File: src/rtl/varlen_shreg.sv
module varlen_shreg #(
  parameter int MAX_LEN     = 64,
  parameter int SYNC_STAGES = 2
) (
  input  logic                       clk,
  input  logic                       rst_in,
  input  logic [$clog2(MAX_LEN)-1:0] len_sel,
  input  logic                       src_sel,
  input  logic                       din_a,
  input  logic                       din_b,
  input  logic                       trig_up,
  input  logic                       trig_dn,
  output logic                       q,
  output logic                       q_n
);
  localparam int RUN_DEPTH = SYNC_STAGES + 1;

  logic [SYNC_STAGES-1:0] up_sync, dn_sync;
  logic                   up_prev, dn_prev;
  logic [RUN_DEPTH-1:0]   run_sync;
  logic [MAX_LEN-1:0]     stages;
  logic                   up_s, dn_s, run, ser_in, rise_ev, fall_ev, shift_ev;

  always_ff @(posedge clk or posedge rst_in) begin
    if (rst_in) begin
      up_sync  <= '0;
      dn_sync  <= '0;
      up_prev  <= 1'b0;
      dn_prev  <= 1'b0;
      run_sync <= '0;
    end else begin
      up_sync  <= {up_sync[SYNC_STAGES-2:0], trig_up};
      dn_sync  <= {dn_sync[SYNC_STAGES-2:0], trig_dn};
      up_prev  <= up_s;
      dn_prev  <= dn_s;
      run_sync <= {run_sync[RUN_DEPTH-2:0], 1'b1};
    end
  end

  assign up_s     = up_sync[SYNC_STAGES-1];
  assign dn_s     = dn_sync[SYNC_STAGES-1];
  assign run      = run_sync[RUN_DEPTH-1];
  assign rise_ev  = up_s & ~up_prev & ~dn_s;
  assign fall_ev  = dn_prev & ~dn_s & up_s;
  assign shift_ev = run & (rise_ev | fall_ev);
  assign ser_in   = src_sel ? din_b : din_a;

  always_ff @(posedge clk or posedge rst_in) begin
    if (rst_in)        stages <= '0;
    else if (shift_ev) stages <= {stages[MAX_LEN-2:0], ser_in};
  end

  assign q   = stages[len_sel];
  assign q_n = ~q;

  AST_SHIFT_ADVANCE: assert property (@(posedge clk) disable iff (rst_in)
    shift_ev |=> (stages[MAX_LEN-1:1] == $past(stages[MAX_LEN-2:0])) && (stages[0] == $past(ser_in)));
  AST_IDLE_HOLD: assert property (@(posedge clk) disable iff (rst_in)
    !shift_ev |=> $stable(stages));
  AST_RESET_CLEARS: assert property (@(posedge clk)
    (rst_in && $past(rst_in)) |-> (stages == '0 && !q && q_n));
  AST_NO_SHIFT_IN_RELEASE: assert property (@(posedge clk) disable iff (rst_in)
    !run |=> $stable(stages));
endmodule

File: config.mk
export PLATFORM = sky130hd
export DESIGN_NAME = varlen_shreg
export DESIGN_NICKNAME = d
export VERILOG_FILES = /design/src/rtl/varlen_shreg.sv
export SDC_FILE = /design/constraint.sdc
export NUM_CORES = 1
export LEC_CHECK = 0
export CORE_UTILIZATION = 50
export DETAILED_ROUTE_END_ITERATION = 10
export PLACE_DENSITY = 0.74
export SETUP_SLACK_MARGIN = 0.05
export SLEW_MARGIN = 20
export SYNTH_ARGS = -nofsm -noshare
export SYNTH_HDL_FRONTEND = slang
export SYNTH_SLANG_ARGS = --single-unit
File: constraint.sdc
create_clock -name clk -period 2.15 [get_ports clk]
set_input_delay 0.43 -clock clk [delete_from_list [all_inputs] [get_ports clk]]
set_output_delay 0.43 -clock clk [all_outputs]
set_load 0.01 [all_outputs]
==> results_dict.tcl <==
set metrics [dict create \
    die_y_um 82.99 \
    start_util_pct 51.65 \
    setup.worst_path.end_class "primary output" \
    drv_slew 0 \
    synth_top_area_cell "dfrtp_1" \
    grt_pass1_vias 2162 \
    synthDistinctLibCells 30 \
    ant_nets 0 \
    fin_crit_sh_pct 119.7 \
    cts_root_buf "clkbuf_8" \
    yosysTopAreaCellShare_pct 55.70 \
    clock_path_buffers 2 \
    synth-seq-cells 73 \
    numCtsBuffers 9 \
    slew_headroom_pct 63.32 \
    h-tree-depth 3 \
    worstPathArrival_ns 2.14 \
    fmax_mhz 388.7 \
    via_count 1991 \
    finalHoldViolCount 0 \
    post-place-cells 340 \
    power_density_nw_per_um2 721.6 \
    grt_max_degree 66 \
    status "finished with violations" \
    cts_tree "built" \
    wl_mm 5.963 \
    dp_hpwl_mm 3.751 \
    clock_skew_ns 0.01127 \
    cp_data_required_time_ns 1.72 \
    synthTopCellsByArea "dfrtp_1, mux2_2, mux4_2, mux4_1, mux2i_1" \
    dr.pass1.iters 4 \
    place_congestion 0.8028 \
    hold_path_class "reg2reg" \
    worst_pin_slew_ns 0.5502 \
    criticalPathCategory "reg2out" \
    antenna-diode-count 0 \
    layout-drive-gt1-share_pct 59.93 \
    die_w_um 82.99 \
    grt-ovfl-total 0 \
    areaGrowthSynthToFinish_pct 29.00 \
    clock_latency_ns 0.35 \
    avgSynthCellArea_um2 15.69 \
    synth_fp_nets 222 \
    syn_inst 209 \
    clk_pin_slew_worst_paths_ns 0.08 \
    fin_nets 296 \
    worst-path-max-fanout 2 \
    num_rows 29 \
    track_usage_pct 19.90 \
    vias_per_cell 5.470 \
    antenna_found_initial 0 \
    drtIter0Drc 136 \
    startpoint_type "flop" \
    rsz0062_at_grt "yes" \
    period_minus_slack_ns 2.573 \
    clock_sinks 73 \
    place_ws_ns -1.203 \
    p_leak_nw 2.067 \
    peakVddDrop_mv 0.4282 \
    ios 15 \
    dieArea_um2 6887 \
    drc 0 \
    drv_cap 0 \
    syn_area_um2 3279 \
    final_cells 364 \
    synth_sequential_area_ratio_pct 55.70 \
    wl_per_cell_um 16.38 \
    violations "setup timing" \
    coreArea_um2 6350 \
    setup-violations-final 2 \
    grt_first_pass_wirelength_mm 10.49 \
    portBuffers 14 \
    fin_ws_ns -0.4228 \
    yosys_warnings 0 \
]
-- power breakdown --
part           total (mW)  leakage (nW)  internal, mW  switching, mW
Clock                1.14         0.109         0.642          0.499
Combinational       0.424         0.976         0.261          0.163
Sequential           1.49         0.982          1.45         0.0375
-- timing repair --
action | in CTS | in global routing
gates resized for setup | 40 | 0
pin swaps | 6 | 1
endpoints found under the setup margin | 2 | 2
gates cloned | 1 | 0
hold buffers | 0 | 0
buffers inserted | 8 | 0
-- flip-flops by register name, summed over array words and instances (netlist names) --
signal    flops
run_sync      3
dn_sync       2
up_prev       1
stages       64
dn_prev       1
up_sync       2
-- path summary, 6_finish.rpt --
path / start / to / slack [ns] / cells after the start
setup / recovery: stages[29]$_DFFE_PP0P_ / q_n / -0.42 / 7
hold / removal: run_sync[1]$_DFF_PP0_ / run_sync[2]$_DFF_PP0_ / 0.35 / 0
setup reg to reg: up_prev$_DFF_PP0_ / stages[25]$_DFFE_PP0P_ / 0.53 / 4
hold reg to reg: run_sync[1]$_DFF_PP0_ / run_sync[2]$_DFF_PP0_ / 0.35 / 0
max in group asynchronous: rst_in / stages[23]$_DFFE_PP0P_ / 1.17 / 3
min in group asynchronous: rst_in / stages[7]$_DFFE_PP0P_ / 0.53 / 3
-- routing by layer --
layer,vias up,share of wire (%),GRT usage (%)
met3,15,3.2,4.374
li1,925,-,-
met4,0,2.2,11.76
met5,-,0,0
met2,31,49,31.45
met1,1020,45,25.29
-- layout by cell type (no fill, tap or decap), types with 2 or more instances in the layout --
cell type / n
nand2b_1: 4
mux2_2: 64
bufinv_16: 2
mux4_2: 9
nor3_2: 2
dfrtp_1: 73
buf_4: 56
nor4_2: 3
buf_6: 3
mux2i_1: 4
mux4_1: 3
clkbuf_8: 9
buf_12: 5
a211oi_1: 2
a2111oi_2: 2
nor2b_1: 4
clkinv_2: 3
clkdlybuf4s50_1: 9
a21oi_1: 2
o211ai_1: 2
buf_2: 4
nand2_1: 2
mux2_1: 3
-- through the flow --
stage	hold slack [ns]	utilization (%)	setup TNS, ns	power [mW]	area [µm²]
global placement	0.3318	60.73	-2.213	1.878	3856
detailed placement	0.3364	60.73	-2.280	1.893	3856
finish	0.3501	66.62	-0.7188	3.053	4230
CTS	0.3533	66.62	-0.7276	3.080	4230
floorplan	0.3312	-	0	1.723	3287
global route	0.3589	66.62	-1.042	3.179	4230
-- critical path, stage by stage, from the launching register on --
cell,delay [ns]
dfrtp_1,0.39
mux4_2,0.48
o211ai_1,0.17
a21oi_1,0.07
nor4_2,0.30
buf_4,0.16
mux2_4,0.13
buf_6,0.09
-- logic make-up (layout without fill, tap and decap cells) --
group	count (synthesis)	in the layout	synth area share (%)
muxes	85	85	33.57
DFF	73	73	55.70
and+or+nand+nor	21	21	3.891
buffers and inverters	17	95	3.968
AOI/OAI and AO/OA	12	12	2.747
other	1	1	0.1144
-- cells in the mapped netlist (all sizes together) --
| cell | number |
|---|---|
| nor2 | 1 |
| inv | 2 |
| dfrtp | 73 |
| nand2b | 4 |
| mux4 | 12 |
| a21oi | 3 |
| buf | 12 |
| conb | 1 |
| nor3b | 1 |
| nand3b | 1 |
| a211oi | 2 |
| nor3 | 3 |
| nor2b | 5 |
| a2111oi | 3 |
| nor4 | 3 |
| clkbuf | 3 |
| mux2 | 68 |
| nand3 | 1 |
| o22ai | 2 |
| mux2i | 5 |
| nand2 | 2 |
| o211ai | 2 |
-- area by class of cell --
type                       instances  area [µm²]
timing repair buffer              78       696.9
tap                               77       96.34
clock buffer                       9       123.9
fill                             427        2120
clock inverter                     6       83.83
multi-input combinational        119        1391
sequential                        73        1827
inverter                           2       11.26
Power figures use the tool's default switching activity.
